==> src/rtl/irq_arb_pkg.sv <==
package irq_arb_pkg;
  localparam int FIELD_W = 8;
  localparam int LVL_W   = 10;

  localparam logic signed [LVL_W-1:0] LVL_IDLE   = 10'sd256;
  localparam logic signed [LVL_W-1:0] LVL_RESET  = -10'sd3;
  localparam logic signed [LVL_W-1:0] LVL_NMI    = -10'sd2;
  localparam logic signed [LVL_W-1:0] LVL_HFAULT = -10'sd1;

  localparam int EXC_RESET    = 1;
  localparam int EXC_NMI      = 2;
  localparam int EXC_HFAULT   = 3;
  localparam int EXC_IRQ_BASE = 16;

  // bits of the 8-bit field that are actually stored
  function automatic logic [FIELD_W-1:0] impl_mask(input int pbits);
    logic [FIELD_W-1:0] m;
    m = 8'hFF << (FIELD_W - pbits);
    return m;
  endfunction

  // preemption part: field with the low grp bits cleared
  function automatic logic [FIELD_W-1:0] preempt_part(input logic [FIELD_W-1:0] field,
                                                      input logic [2:0] grp);
    logic [FIELD_W-1:0] m;
    m = 8'hFF << grp;
    return field & m;
  endfunction

  function automatic logic signed [LVL_W-1:0] prog_level(input logic [FIELD_W-1:0] pre);
    return $signed({2'b00, pre});
  endfunction
endpackage

==> src/rtl/irq_arb_prio_regs.sv <==
module irq_arb_prio_regs
  import irq_arb_pkg::*;
#(
  parameter int NUM_IRQ   = 32,
  parameter int PRIO_BITS = 5,
  parameter int IDX_W     = 5
) (
  input  logic                       clk,
  input  logic                       rst_n,
  input  logic                       we,
  input  logic [IDX_W-1:0]           widx,
  input  logic [FIELD_W-1:0]         wdata,
  input  logic [IDX_W-1:0]           ridx,
  output logic [FIELD_W-1:0]         rdata,
  output logic [NUM_IRQ*FIELD_W-1:0] prio_flat
);
  localparam logic [FIELD_W-1:0] KEEP = impl_mask(PRIO_BITS);

  for (genvar i = 0; i < NUM_IRQ; i++) begin : g_field
    logic [FIELD_W-1:0] q;
    always_ff @(posedge clk or negedge rst_n) begin
      if (!rst_n)                          q <= '0;
      else if (we && widx == IDX_W'(i))    q <= wdata & KEEP;
    end
    assign prio_flat[i*FIELD_W +: FIELD_W] = q;
  end

  always_comb begin
    rdata = '0;
    for (int i = 0; i < NUM_IRQ; i++)
      if (ridx == IDX_W'(i)) rdata = prio_flat[i*FIELD_W +: FIELD_W];
  end
endmodule

==> src/rtl/irq_arb_elig.sv <==
module irq_arb_elig
  import irq_arb_pkg::*;
#(
  parameter int NUM_IRQ = 32
) (
  input  logic [NUM_IRQ-1:0]         pend,
  input  logic [NUM_IRQ*FIELD_W-1:0] prio_flat,
  input  logic                       primask,
  input  logic                       faultmask,
  input  logic [FIELD_W-1:0]         thresh,
  output logic [NUM_IRQ-1:0]         elig
);
  logic global_block;
  assign global_block = primask | faultmask;

  for (genvar i = 0; i < NUM_IRQ; i++) begin : g_src
    logic thr_block;
    assign thr_block = (thresh != '0) && (prio_flat[i*FIELD_W +: FIELD_W] >= thresh);
    assign elig[i]   = pend[i] && !global_block && !thr_block;
  end
endmodule

==> src/rtl/irq_arb_pick.sv <==
module irq_arb_pick
  import irq_arb_pkg::*;
#(
  parameter int NUM_IRQ = 32,
  parameter int IDX_W   = 5
) (
  input  logic [NUM_IRQ-1:0]         elig,
  input  logic [NUM_IRQ*FIELD_W-1:0] prio_flat,
  output logic                       any,
  output logic [IDX_W-1:0]           idx,
  output logic [FIELD_W-1:0]         field
);
  logic [NUM_IRQ:0] hit;
  logic [FIELD_W-1:0] bf [NUM_IRQ+1];
  logic [IDX_W-1:0]   bi [NUM_IRQ+1];

  assign hit[0] = 1'b0;
  assign bf[0]  = '1;
  assign bi[0]  = '0;

  // linear chain: a later source replaces the best only if strictly smaller
  for (genvar i = 0; i < NUM_IRQ; i++) begin : g_stage
    logic [FIELD_W-1:0] f;
    logic               repl;
    assign f          = prio_flat[i*FIELD_W +: FIELD_W];
    assign repl       = elig[i] && (!hit[i] || f < bf[i]);
    assign hit[i+1]   = hit[i] | elig[i];
    assign bf[i+1]    = repl ? f : bf[i];
    assign bi[i+1]    = repl ? IDX_W'(i) : bi[i];
  end

  assign any   = hit[NUM_IRQ];
  assign idx   = bi[NUM_IRQ];
  assign field = bf[NUM_IRQ];
endmodule

==> src/rtl/irq_preempt_arbiter.sv <==
module irq_preempt_arbiter
  import irq_arb_pkg::*;
#(
  parameter  int NUM_IRQ   = 32,
  parameter  int PRIO_BITS = 5,
  localparam int IDX_W     = (NUM_IRQ > 1) ? $clog2(NUM_IRQ) : 1,
  localparam int NUM_W     = $clog2(NUM_IRQ + EXC_IRQ_BASE)
) (
  input  logic                    clk,
  input  logic                    rst_n,
  input  logic                    prio_we,
  input  logic [IDX_W-1:0]        prio_widx,
  input  logic [7:0]              prio_wdata,
  input  logic [IDX_W-1:0]        prio_ridx,
  output logic [7:0]              prio_rdata,
  input  logic [NUM_IRQ-1:0]      pend_en,
  input  logic                    sys_rst_req,
  input  logic                    nmi_req,
  input  logic                    hfault_req,
  input  logic                    primask,
  input  logic                    faultmask,
  input  logic [7:0]              basepri,
  input  logic [2:0]              grp_sel,
  input  logic signed [9:0]       cur_lvl,
  output logic                    take_req,
  output logic [NUM_W-1:0]        win_num,
  output logic signed [9:0]       win_lvl
);
  localparam logic [FIELD_W-1:0] KEEP = impl_mask(PRIO_BITS);

  logic [NUM_IRQ*FIELD_W-1:0] prio_flat;
  logic [NUM_IRQ-1:0]         elig;
  // named internal events for the checker
  logic [FIELD_W-1:0]         basepri_eff;
  logic                       irq_win_any;
  logic [IDX_W-1:0]           irq_win_idx;
  logic [FIELD_W-1:0]         irq_win_field;

  assign basepri_eff = basepri & KEEP;

  irq_arb_prio_regs #(.NUM_IRQ(NUM_IRQ), .PRIO_BITS(PRIO_BITS), .IDX_W(IDX_W)) u_regs (
    .clk(clk), .rst_n(rst_n), .we(prio_we), .widx(prio_widx), .wdata(prio_wdata),
    .ridx(prio_ridx), .rdata(prio_rdata), .prio_flat(prio_flat)
  );

  irq_arb_elig #(.NUM_IRQ(NUM_IRQ)) u_elig (
    .pend(pend_en), .prio_flat(prio_flat), .primask(primask), .faultmask(faultmask),
    .thresh(basepri_eff), .elig(elig)
  );

  irq_arb_pick #(.NUM_IRQ(NUM_IRQ), .IDX_W(IDX_W)) u_pick (
    .elig(elig), .prio_flat(prio_flat), .any(irq_win_any), .idx(irq_win_idx),
    .field(irq_win_field)
  );

  logic                    nxt_have;
  logic [NUM_W-1:0]        nxt_num;
  logic signed [LVL_W-1:0] nxt_lvl;

  always_comb begin
    nxt_have = 1'b1;
    nxt_num  = '0;
    nxt_lvl  = LVL_IDLE;
    if (sys_rst_req) begin
      nxt_num = NUM_W'(EXC_RESET);
      nxt_lvl = LVL_RESET;
    end else if (nmi_req) begin
      nxt_num = NUM_W'(EXC_NMI);
      nxt_lvl = LVL_NMI;
    end else if (hfault_req && !faultmask) begin
      nxt_num = NUM_W'(EXC_HFAULT);
      nxt_lvl = LVL_HFAULT;
    end else if (irq_win_any) begin
      nxt_num = NUM_W'(EXC_IRQ_BASE) + NUM_W'(irq_win_idx);
      nxt_lvl = prog_level(preempt_part(irq_win_field, grp_sel));
    end else begin
      nxt_have = 1'b0;
    end
  end

  always_ff @(posedge clk or negedge rst_n) begin
    if (!rst_n) begin
      take_req <= 1'b0;
      win_num  <= '0;
      win_lvl  <= LVL_IDLE;
    end else begin
      take_req <= nxt_have && (nxt_lvl < cur_lvl);
      win_num  <= nxt_num;
      win_lvl  <= nxt_lvl;
    end
  end
endmodule

==> config.mk <==
export PLATFORM = sky130hd
export DESIGN_NAME = irq_preempt_arbiter
export DESIGN_NICKNAME = d
export VERILOG_FILES = /design/src/rtl/irq_arb_pkg.sv /design/src/rtl/irq_arb_prio_regs.sv /design/src/rtl/irq_arb_elig.sv /design/src/rtl/irq_arb_pick.sv /design/src/rtl/irq_preempt_arbiter.sv
export SDC_FILE = /design/constraint.sdc
export NUM_CORES = 1
export LEC_CHECK = 0
export ABC_AREA = 1
export CORE_UTILIZATION = 43
export CTS_CLUSTER_SIZE = 8
export DETAILED_ROUTE_END_ITERATION = 12
export DONT_BUFFER_PORTS = 1
export PLACE_DENSITY_LB_ADDON = 0.1
export SLEW_MARGIN = 25
export SYNTH_ARGS = -nofsm -noshare
export SYNTH_HDL_FRONTEND = slang
export SYNTH_HIERARCHICAL = 1
export SYNTH_SLANG_ARGS = --single-unit
==> constraint.sdc <==
create_clock -name clk -period 55.7 [get_ports clk]
set_input_delay 16.71 -clock clk [delete_from_list [all_inputs] [get_ports clk]]
set_output_delay 16.71 -clock clk [all_outputs]
set_load 0.01 [all_outputs]
; After elaboration in Yosys (flattened, before gate mapping)
; Index checks and enable logic that the tools add are counted.
[op_classes]
addsub = 1
n_lt_le_gt_ge = 64
n_eq_ne = 62
shift = 1
muxes = 107
n_bitwise = 33
reduce_logical = 260
[op_table]
columns = op, count
row1 = $mux 8, 64
row2 = $ge 8x8->1, 32
row3 = $lt 8x8->1, 31
row4 = $logic_and 1x1->1, 161
row5 = $eq 5x5->1 const B, 32
row6 = $mux 5, 30
row7 = $eq 5x4->1 const B, 16
row8 = $logic_not 1->1, 65
row9 = $eq 5x3->1 const B, 8
row10 = $or 1x1->1, 32
row11 = $logic_or 1x1->1, 31
row12 = $mux 10, 3
row13 = $mux 6, 4
row14 = $eq 5x2->1 const B, 4
row15 = $eq 5x1->1 const B, 2
row16 = $logic_not 5->1, 2
row17 = $lt 10x10->1, 1
row18 = $mux 9, 1
row19 = $and 8x8->8, 1
row20 = $reduce_bool 8->1, 1
row21 = $shl 8x3->8 const A, 1
row22 = $add 5x5->6 const A, 1
row23 = $mux 1, 5
[totals]
ff_bits = 177
input_bits = 79
out_inout_bits = 25
word_cells = 563

; Logic depth before layout (Yosys ltp)
; Gate-level depths: netlist (run 1).
[logic_depth]
ltp_word = 136
depth_mapped = 399
mapped_depth_nobuf = 368

; Cells and area by module
; Netlist (run 1), hierarchy kept.
[modules_own_cells]
columns = module, instances, cells_each, area_per_inst_um2, seq_area_each_um2
row1 = irq_arb_pick, 1, 1817, 9556.7, 0.0
row2 = irq_arb_prio_regs, 1, 1075, 8304.2, 4003.8
row3 = irq_arb_elig, 1, 1008, 6463.7, 0.0
row4 = irq_preempt_arbiter, 1, 109, 918.4, 426.7

; Worst setup path before layout (run 1)
; No wires, ideal clock.
[synth_path]
path_type = in2reg
startpoint = in basepri[7]
endpoint = reg take_req
setup_ps = 119
arrival_time_ps = 56955
t_required_ps = 55581
path_slack_ps = -1374
cell_stages = 302
path_buffers = 30
path_cell_list = inv_1 > ha_1 > nand2_1 > inv_1 > nor2_1 > o21a_1 > nand2_1 > a21oi_2 > inv_1 > nor2_1 > ha_1 > a21oi_1 > nor2_1 > a211oi_1 > nand2_1 > nand2_2 > nand2_2 > buf_2 > [266 not listed] > nor2_1 > a211oi_1 > nand2_2 > nand2_4 > nand2_2 > buf_6 > nand2_2 > nand2_2 > nand2_1 > nand2_1 > ha_1 > a21oi_1 > nand3b_1 > a21oi_1 > nor2_1 > nand3_2 > nand2_1 > nor2_1
[synth_via]
elab_chain_cells = 136
elab_cells_between_ends = 327
cone_classes = order compare (64) / mux (40) / bitwise (32) / reduce/logical (191)
[synth_rtl]
columns = item, line
row1 = start: declaration, irq_preempt_arbiter.sv:22  ; input logic [7:0] basepri,
row2 = $ge 8x8->1 / $reduce_bool 8->1 (equally long branches), irq_arb_elig.sv:18  ; assign thr_block = (thresh != '0) && (prio_flat[i*FIELD_W +: FIELD_W] >= thresh);
row3 = $logic_and 1x1->1 (*), irq_arb_elig.sv:18
row4 = $logic_not 1->1 (*), irq_arb_elig.sv:19  ; assign elig[i] = pend[i] && !global_block && !thr_block;
row5 = $logic_and 1x1->1 (*), irq_arb_elig.sv:19
row6 = net elig[0], irq_preempt_arbiter.sv:32  ; logic [NUM_IRQ-1:0] elig;
row7 = $mux 8, irq_arb_pick.sv:28  ; assign bf[i+1] = repl ? f : bf[i];
row8 = $lt 8x8->1, irq_arb_pick.sv:26  ; assign repl = elig[i] && (!hit[i] || f < bf[i]);
row9 = $logic_or 1x1->1, irq_arb_pick.sv:26
row10 = [122 not listed], n/a
row11 = net irq_win_field[3], irq_preempt_arbiter.sv:37  ; logic [FIELD_W-1:0] irq_win_field;
row12 = $and 8x8->8 (*), irq_arb_pkg.sv:27  ; return field & m;
row13 = $mux 9 (*), irq_preempt_arbiter.sv:73  ; end else if (irq_win_any) begin
row14 = $mux 10 (*), irq_preempt_arbiter.sv:70  ; end else if (hfault_req && !faultmask) begin
row15 = $mux 10 (*), irq_preempt_arbiter.sv:67  ; end else if (nmi_req) begin
row16 = $mux 10 (*), irq_preempt_arbiter.sv:64  ; if (sys_rst_req) begin
row17 = net nxt_lvl[3], irq_preempt_arbiter.sv:58  ; logic signed [LVL_W-1:0] nxt_lvl;
row18 = $lt 10x10->1 (*), irq_preempt_arbiter.sv:87  ; take_req <= nxt_have && (nxt_lvl < cur_lvl);
row19 = $logic_and 1x1->1 (*), irq_preempt_arbiter.sv:87
row20 = end signal: assignment, irq_preempt_arbiter.sv:87
row21 = end: declaration, irq_preempt_arbiter.sv:25  ; output logic take_req,
; Mark *: on every way through the listed nets, which the timed path passes. The rest lies on a longest branch.
; A chain may end at the register's enable or synchronous reset.

; Worst setup path after layout (run 1)
; Ends and elaborated chain as after synthesis.

==> results by group, run 1 <==
Cells and area
  • Finished Cell Area: 30420 sq um
  • Diode count: 0
  • Net count reported at finish: 4922
  • Layout area overhead: 20.50%
  • Register Area: 4431 sq um
  • Layout Utilization: 52.62%
  • Non-filler instance count after layout: 5196
  • Fill cells: 5966
  • Multi-input logic area: 19590 sq um
  • Share of layout cells above drive strength 1: 18.71%

GRT
  • Maximum number of pins on one net before global-route repair: 178
  • Vias in the first global route: 23051
  • Grt ovf: 0
  • First-pass GRT wire length: 121.6 mm
  • All-Layer GR Usage: 25.32%
  • Antenna violations before repair: 0

Critical path
  • Critical Path RT: 56040 ps
  • Type of origin of the critical path: primary input
  • Crit path max fanout: 11
  • Setup Crit Path Kind: primary input to flip-flop
  • WP buf/inv: 26
  • Reg-to-reg startpoint: u_regs/g_field[0].q[7]
  • Path depth of the worst reg2reg path: 329
  • Cell depth of the worst setup path: 330
  • Reg2reg setup slack: 17880 ps
  • Critical path endpoint: take_req
  • Arr. time, crit path: 53990 ps
  • CP dominant cell by count: nand2_1
  • CP max stage cell: ha_1
  • CP startpoint: basepri[7]
  • CP endpoint kind: flip-flop
  • Crit path max-delay family: simple AND/OR/NAND/NOR gates
  • FF-to-FF End: take_req
  • Critical path's largest stage delay: 350 ps

Clock tree
  • CTS clock-pin slew for the worst setup and hold paths: 70 ps
  • Clock sink count: 177
  • Clk Latency, worst-skew pair: 460 ps
  • TritonCTS Buffers: 17
  • Clk root buf: clkbuf_16
  • Clock tree buffer depth: 2
  • # H-tree levels: 4
  • CTS tree: done

STA
  • Fin. Hold Viols: 0
  • Slew Viols, Final: 0
  • Final worst path period share: 96.32%
  • Setup Skew: 9.858 ps
  • RSZ-0062 raised after global routing: true
  • Endpoints failing setup: 0
  • Max Freq: 0.01864 GHz
  • Measured slew at the worst slew-check pin: 747.9 ps
  • Hold slack final: 582.7 ps
  • Slew headroom: 50.14%
  • Final critical-path required period: 53650 ps

Drt
  • First DRT Iteration DRCs: 1636
  • Post-Route WL: 78.44 mm
  • Post-DRT Antenna Nets: 0
  • Vias per cell: 4.953
  • # DRC: 0
  • WL/cell: 15.10 um
  • Pre-antenna DRT Iters: 6
  • Total number of vias: 25738

Place
  • DP Wirelength: 59.20 mm
  • Placed inst area: 28170 sq um
  • IO buf count: 0
  • Inst Count DP: 5091
  • GPL Wtd Cong: 0.8779

Logic synthesis
  • Adder-cell share of the synthesized area: 20.97%
  • Synth Area in XOR/XNOR: 0%
  • Mapped Cells: 4009
  • Yosys top cell area share: 21.14%
  • Synth unique cells: 39
  • Dominant cell type by area after synthesis: nand2_1
  • Post-synthesis sequential area ratio: 17.55%
  • Main combinational cell family by area after synthesis: simple AND/OR/NAND/NOR gates
  • Area contributors post-synth: nand2_1 21%, ha_1 21%, dfrtp_1 17%
  • Synthesized area: 25240 sq um
  • Yosys Warn Count: 6
  • Post-synthesis compound-gate area fraction: 12.84%
  • #FFs+latches synth: 177
  • Multiplexer share of the synthesized area: 0%
  • Post-Synth Simple-Gate Area: 36.93%
  • Avg Inst Size Synth: 6.297 sq um

Die
  • Core region area: 57810 sq um
  • Row cnt: 88
  • Initial Util: 43.67%
  • Die width: 244.3 um
  • Overall die height: 244.3 um
  • # IOs: 104
  • DIE AREA: 59680 sq um

Flow run
  • Max-cap viol count: 0

Run status
  • Outcome: complete, no violations

Pwr
  • Pwr/cell area: 27.26 nW/um^2
  • Total power: 0.0008293 W
  • VDD IR max: 0.02342 mV
  • Lkg Pwr: 16.45 nW

Hold path
  • Hold crit path type: flip-flop to flip-flop
## layout make-up
cell class | instances | share of cell area [%]
multi-input cells | 3353 | 64.40
repair buffers | 397 | 9.922
clock inverters | 12 | 0.5800
well taps | 765 | 3.147
inverters | 474 | 5.944
flip-flops and latches | 177 | 14.57
clock buffers | 18 | 1.444
## worst reg2reg max path: cells and delay by family (launching register included)
kind                       cells  cell delay, ps
adders and majority gates     33            9120
DFF                            1             510
buffers and inverters         25            3420
and+or+nand+nor              205           16250
AOI/OAI and AO/OA             66            8370
## where the power goes
group          internal, W  leakage (nW)  switching (W)
Sequential        0.000151          2.27      0.0000467
Combinational     0.000237          13.9       0.000265
Clock            0.0000728         0.305      0.0000569
## per-stage QoR
stage	setup WS, ps	setup TNS [ps]
after floorplan	0.9415	0
after global placement	-1240	-7045
after detailed placement	-1112	-4689
after CTS	20.02	0
after global routing	-1259	-5089
final	2052	0
## flip-flops by register name (all words and copies together) (netlist names)
| signal | count |
|---|---|
| u_regs/g_field.q | 160 |
| win_lvl | 10 |
| win_num | 6 |
| take_req | 1 |
## synthesized netlist by cell type
master    number
nand2_1     1422
inv_1        438
ha_1         423
o21ai_0      325
nor2_1       289
nand3_1      272
dfrtp_1      176
a21oi_1      121
buf_4        118
nand2_2       80
nand4_1       39
o21a_1        32
a211oi_1      31
a21oi_2       30
nand3b_1      30
o21bai_1      30
clkbuf_1      20
nand2_4       20
clkinv_1      19
or2_2         18
inv_2         17
buf_6         16
nor2_2        11
buf_2          6
nor2_4         4
nand3_2        3
o21ai_1        3
conb_1         2
nor3b_1        2
nor4_2         2
or2_1          2
a21boi_0       1
a21o_1         1
a32oi_1        1
a41oi_1        1
and2_2         1
dfstp_2        1
nor3_2         1
nor3_4         1
## placed cells by master (no fill, tap or decap), types with 6 or more instances in the layout
master,count
nand4_1,39
clkinv_1,19
o21ai_0,189
ha_1,395
a21oi_1,98
dfrtp_1,176
nor2_4,8
inv_2,17
or2_2,18
nand3b_1,30
a211oi_1,6
o21ai_2,74
nand2_2,93
buf_6,10
nand3_1,272
o21a_1,32
nand2_1,1401
ha_2,7
inv_1,431
o21bai_1,30
nand2_4,45
a211oi_2,25
o21ai_1,62
a21oi_2,52
nor2_1,278
nor2_2,18
conb_1,136
ha_4,21
buf_4,387
clkbuf_16,17
## worst min path at each step
stage                                 startpoint                     end  slack, ps  cells after the start
after floorplan           u_regs/g_field[0].q[3]  u_regs/g_field[0].q[3]        500                      2
after global routing      u_regs/g_field[3].q[4]  u_regs/g_field[3].q[4]        620                      2
after CTS                 u_regs/g_field[0].q[4]  u_regs/g_field[0].q[4]        570                      2
after global placement    u_regs/g_field[0].q[3]  u_regs/g_field[0].q[3]        560                      2
after detailed placement  u_regs/g_field[0].q[4]  u_regs/g_field[0].q[4]        550                      2
final                     u_regs/g_field[0].q[4]  u_regs/g_field[0].q[4]        580                      2
## per-layer routing
| layer | vias up | GRT usage [%] | wire length, um |
|---|---|---|---|
| met5 | - | 0 | 0 |
| met4 | 0 | 3.879 | 920 |
| met3 | 49 | 3.248 | 3311 |
| met2 | 433 | 41.45 | 35510 |
| met1 | 11564 | 35.87 | 38710 |
| li1 | 13692 | - | - |
## timing repair
action,4_1_cts,5_1_grt
hold buffers,0,0
gates cloned,0,21
pin swaps,0,54
gates resized for setup,38,298
setup buffers,0,54
endpoints found under the setup margin,9,15
## logic make-up (layout without fill, tap and decap cells)
| kind of cell | after synthesis | after routing |
|---|---|---|
| AOI/OAI and AO/OA | 576 | 576 |
| adders and majority gates | 423 | 423 |
| buffers and inverters | 634 | 901 |
| DFF | 177 | 177 |
| other | 2 | 136 |
| and+or+nand+nor | 2197 | 2218 |
Note: power is estimated with default switching activity, not from simulation.
==> inputs of run 2 (changes only) <==
--- a/config.mk
+++ b/config.mk
@@ -14,5 +14,4 @@
 export SLEW_MARGIN = 25
 export SYNTH_ARGS = -nofsm -noshare
 export SYNTH_HDL_FRONTEND = slang
-export SYNTH_HIERARCHICAL = 1
 export SYNTH_SLANG_ARGS = --single-unit
==> run 2 against run 1 <==
  * Die area decreased by 22%
  * Critical path type unchanged
  * Worst hold slack worse by 31 ps
  * Combinational power decreased by 26%
  * Sequential share of layout area increased by 5.6 points
  * Design area fell by 28%
  * Clock skew is 9.4 ps higher
  * Largest power group unchanged
  * Global-route usage rose by 1.4 points
  * Cell count shrank 30%
  * Highest routed layer unchanged
==> results by group, run 2 <==
STA
  • Slew headroom: 37.40% (-13 points)
  • Final setup TNS: 0 ps (unchanged)
  • Endpoints failing setup: 0 (unchanged)
  • Final WS setup: 3405 ps (+1353 ps)
  • Fin. Hold Viols: 0 (unchanged)
  • Measured slew at the worst slew-check pin: 939.0 ps (+191.2 ps)
  • Setup Skew: 19.21 ps (+9.353 ps)
  • Slew Viols, Final: 0 (unchanged)
  • Final critical-path required period: 52290 ps (-1353 ps)
  • Max Freq: 0.01912 GHz (+2.6%)
  • Final worst path period share: 93.89% (-2.4 points)

Cells and area
  • Layout Utilization: 49.29% (-3.3 points)
  • Layout area overhead: 12.21%
  • Reg with most FFs: u_regs.g_field.q
  • Largest register FFs: 160 (unchanged)
  • Net count reported at finish: 3368 (-32%)
  • Largest registers: u_regs.g_field.q: 160 flops, win_lvl: 10 flops, win_num: 6 flops
  • Share of layout cells above drive strength 1: 14.62% (-4.1 points)
  • Most common cell after layout, fill and taps aside: nand2_1
  • Most frequent cells in the layout: 732 x nand2_1, 391 x inv_1, 265 x nor2_1
  • Diode count: 0 (unchanged)

Logic synthesis
  • Ys flop type: dfrtp_1
  • Yosys Warn Count: 0 (-6)
  • Count leader, synth: nand2_1
  • Post-synthesis sequential area ratio: 22.61% (+5.1 points)
  • Mapped Cells: 2924 (-27%)
  • EDFF count, synth: 0 (unchanged)
  • Yosys top cell area share: 22.48% (+1.3 points)
  • Area contributors post-synth: dfrtp_1 22%, ha_1 17%, nand2_1 14%
  • Synthesized area: 19590 sq um (-22%)
  • Synth unique cells: 47 (+21%)
  • Avg Inst Size Synth: 6.701 sq um (+6.4%)
  • Synth async-reset ratio: 100.0% (unchanged)
  • #FFs+latches synth: 177 (unchanged)
  • Top cell types by occurrence after synthesis: 748 x nand2_1, 399 x inv_1, 301 x o21ai_0
  • Dominant cell type by area after synthesis: dfrtp_1

Die
  • DIE AREA: 46420 sq um (-22%)
  • # IOs: 104 (unchanged)
  • Initial Util: 43.92% (+0.25 points)
  • Overall die height: 215.5 um (-12%)
  • Core region area: 44610 sq um (-23%)
  • Die width: 215.5 um (-12%)
  • Row cnt: 77 (-13%)

Drt
  • Post-Route WL: 61.84 mm (-21%)
  • WL/cell: 17.04 um (+13%)
  • First DRT Iteration DRCs: 1184 (-28%)
  • Pre-antenna DRT Iters: 5 (-1)
  • Vias per cell: 5.263 (+6.3%)
  • Post-DRT Antenna Nets: 0 (unchanged)
  • # DRC: 0 (unchanged)
  • Total number of vias: 19095 (-26%)

Pwr
  • Pwr/cell area: 31.55 nW/um^2 (+16%)
  • Reg power frac: 28.4% (+4.6 points)
  • Internal power: 0.0003708 W (-19%)
  • Gate power share: 53.3% (-7.2 points)
  • Switch share: 46.53% (+2.1 points)
  • Clock network fraction of total power: 18.3% (+2.7 points)
  • Switching power: 0.0003227 W (-12%)
  • Lkg Pwr: 11.65 nW (-29%)
  • VDD IR max: 0.02207 mV (-5.8%)

GRT
  • All-Layer GR Usage: 26.73% (+1.4 points)
  • Grt ovf: 0 (unchanged)
  • Vias in the first global route: 17902 (-22%)
  • First-pass GRT wire length: 98.33 mm (-19%)
  • Maximum number of pins on one net before global-route repair: 178 (unchanged)
  • Antenna violations before repair: 0 (unchanged)

Critical path
  • Crit path max fanout: 11 (unchanged)
  • Type of origin of the critical path: primary input
  • WP buf/inv: 22 (-15%)
  • Crit path max-delay family: simple AND/OR/NAND/NOR gates
  • Setup Crit Path Kind: primary input to flip-flop
  • Reg-to-reg startpoint: u_regs.g_field[0].q[7]
  • CP dominant cell by count: nand2_1
  • Critical Path RT: 56100 ps (+60 ps)
  • CP endpoint kind: flip-flop
  • CP startpoint: basepri[5]
  • CP max stage cell: ha_4
  • Arr. time, crit path: 52690 ps (-1300 ps)
  • Critical path's largest stage delay: 330 ps (-20 ps)

Clock tree
  • Clock sink count: 177 (unchanged)
  • Clk Latency, worst-skew pair: 450 ps (about the same)
  • Clk root buf: clkbuf_16
  • Hold buffer count at cts: 0 (unchanged)
  • CTS tree: done
  • Clock tree buffer depth: 2 (unchanged)
  • CTS clock-pin slew for the worst setup and hold paths: 80 ps (about the same)
  • TritonCTS Buffers: 17 (unchanged)
  • # H-tree levels: 4 (unchanged)

Place
  • DP Wirelength: 47.03 mm (-21%)
  • GPL Wtd Cong: 0.9275 (+5.6%)
  • IO buf count: 0 (unchanged)
  • Dpl ws: -657.2 ps (+455.2 ps)

Hold path
  • Hold crit path type: flip-flop to flip-flop
  • HP Start: u_regs.g_field[0].q[4]

Flow run
  • Max-cap viol count: 0 (unchanged)

Run status
  • Outcome: complete, no violations
## run 2: cell types whose count changed after synthesis, moves of 23 or more
cell,previous run,this run
inv_1,438,399
o21ai_0,325,301
buf_4,118,6
a21oi_2,30,0
nand3_1,272,209
nand2_1,1422,748
ha_1,423,266
nand4_1,39,11
a211oi_1,31,4
nand3_2,3,37
o21bai_1,30,58
o21a_1,32,9
## run 2: power groups by stage
stage | clock network [W] | registers (W) | logic, W
4_1_cts | 0.000128 | 0.000195 | 0.000351
3_3_place_gp | 0 | 0.000197 | 0.000339
5_1_grt | 0.000134 | 0.000201 | 0.000427
3_5_place_dp | 0 | 0.000197 | 0.000348
6_report | 0.000127 | 0.000197 | 0.000369
2_1_floorplan | 0 | 0.000178 | 0.000265
## run 2: stage by stage
step	area (sq um)	std cells	total power (W)	hold slack, ps
after floorplan	19600	2926	0.0004429	475.0
after global placement	20840	3588	0.0005356	508.4
after detailed placement	20840	3588	0.0005449	511.2
after CTS	21450	3620	0.0006737	543.3
after global routing	21980	3628	0.0007611	582.9
final	21980	3628	0.0006935	552.0
## run 2: logic make-up (layout without fill, tap and decap cells)
| group | count (synthesis) | in the layout | synth area share, % |
|---|---|---|---|
| AO/OA/AOI/OAI | 535 | 535 | 15.28 |
| adder cells (fa/ha/maj) | 266 | 266 | 16.99 |
| buffers and inverters | 462 | 570 | 10.19 |
| flip-flops | 177 | 177 | 22.61 |
| other | 1 | 3 | 0.01914 |
| AND/OR/NAND/NOR | 1483 | 1485 | 34.92 |
## run 2: path summary, 6_finish.rpt
path	endpoint	slack, ps	depth (start not counted)
setup / recovery	take_req	3410	343
hold / removal	u_regs.g_field[0].q[4]	550	2
setup reg to reg	take_req	19320	340
hold reg to reg	u_regs.g_field[0].q[4]	550	2
max in group asynchronous	u_regs.g_field[19].q[5]	39310	0
min in group asynchronous	win_num[2]	15950	0
## run 2: final cells by class
class	instances	area [sq um]
clock buffer	17	425.4
clock inverter	15	185.2
fill	4594	22620
inverter	404	1541
multi-input combinational	2289	13640
sequential	177	4431
tap	592	740.7
timing repair buffer	134	1017
## run 2: layer usage
metal	vias to the layer above	track usage (%)	wire, um
met2	357	46.29	29620
met4	0	4.255	627
met5	-	0	0
met1	8909	36.55	29070
met3	43	2.452	2524
li1	9786	-	-
## run 2: tightest hold or removal path: cells and delay by family, from the launching register on
family	cells	cell delay, ps
simple gates	1	60
flops	1	390
compound gates	1	70
## run 2: what timing repair did
| action | 4_1_cts | 5_1_grt |
|---|---|---|
| gates cloned | 0 | 2 |
| endpoints found under the setup margin | 1 | 12 |
| pin swaps | 0 | 26 |
| resized for setup | 10 | 172 |
| setup buffers | 0 | 6 |
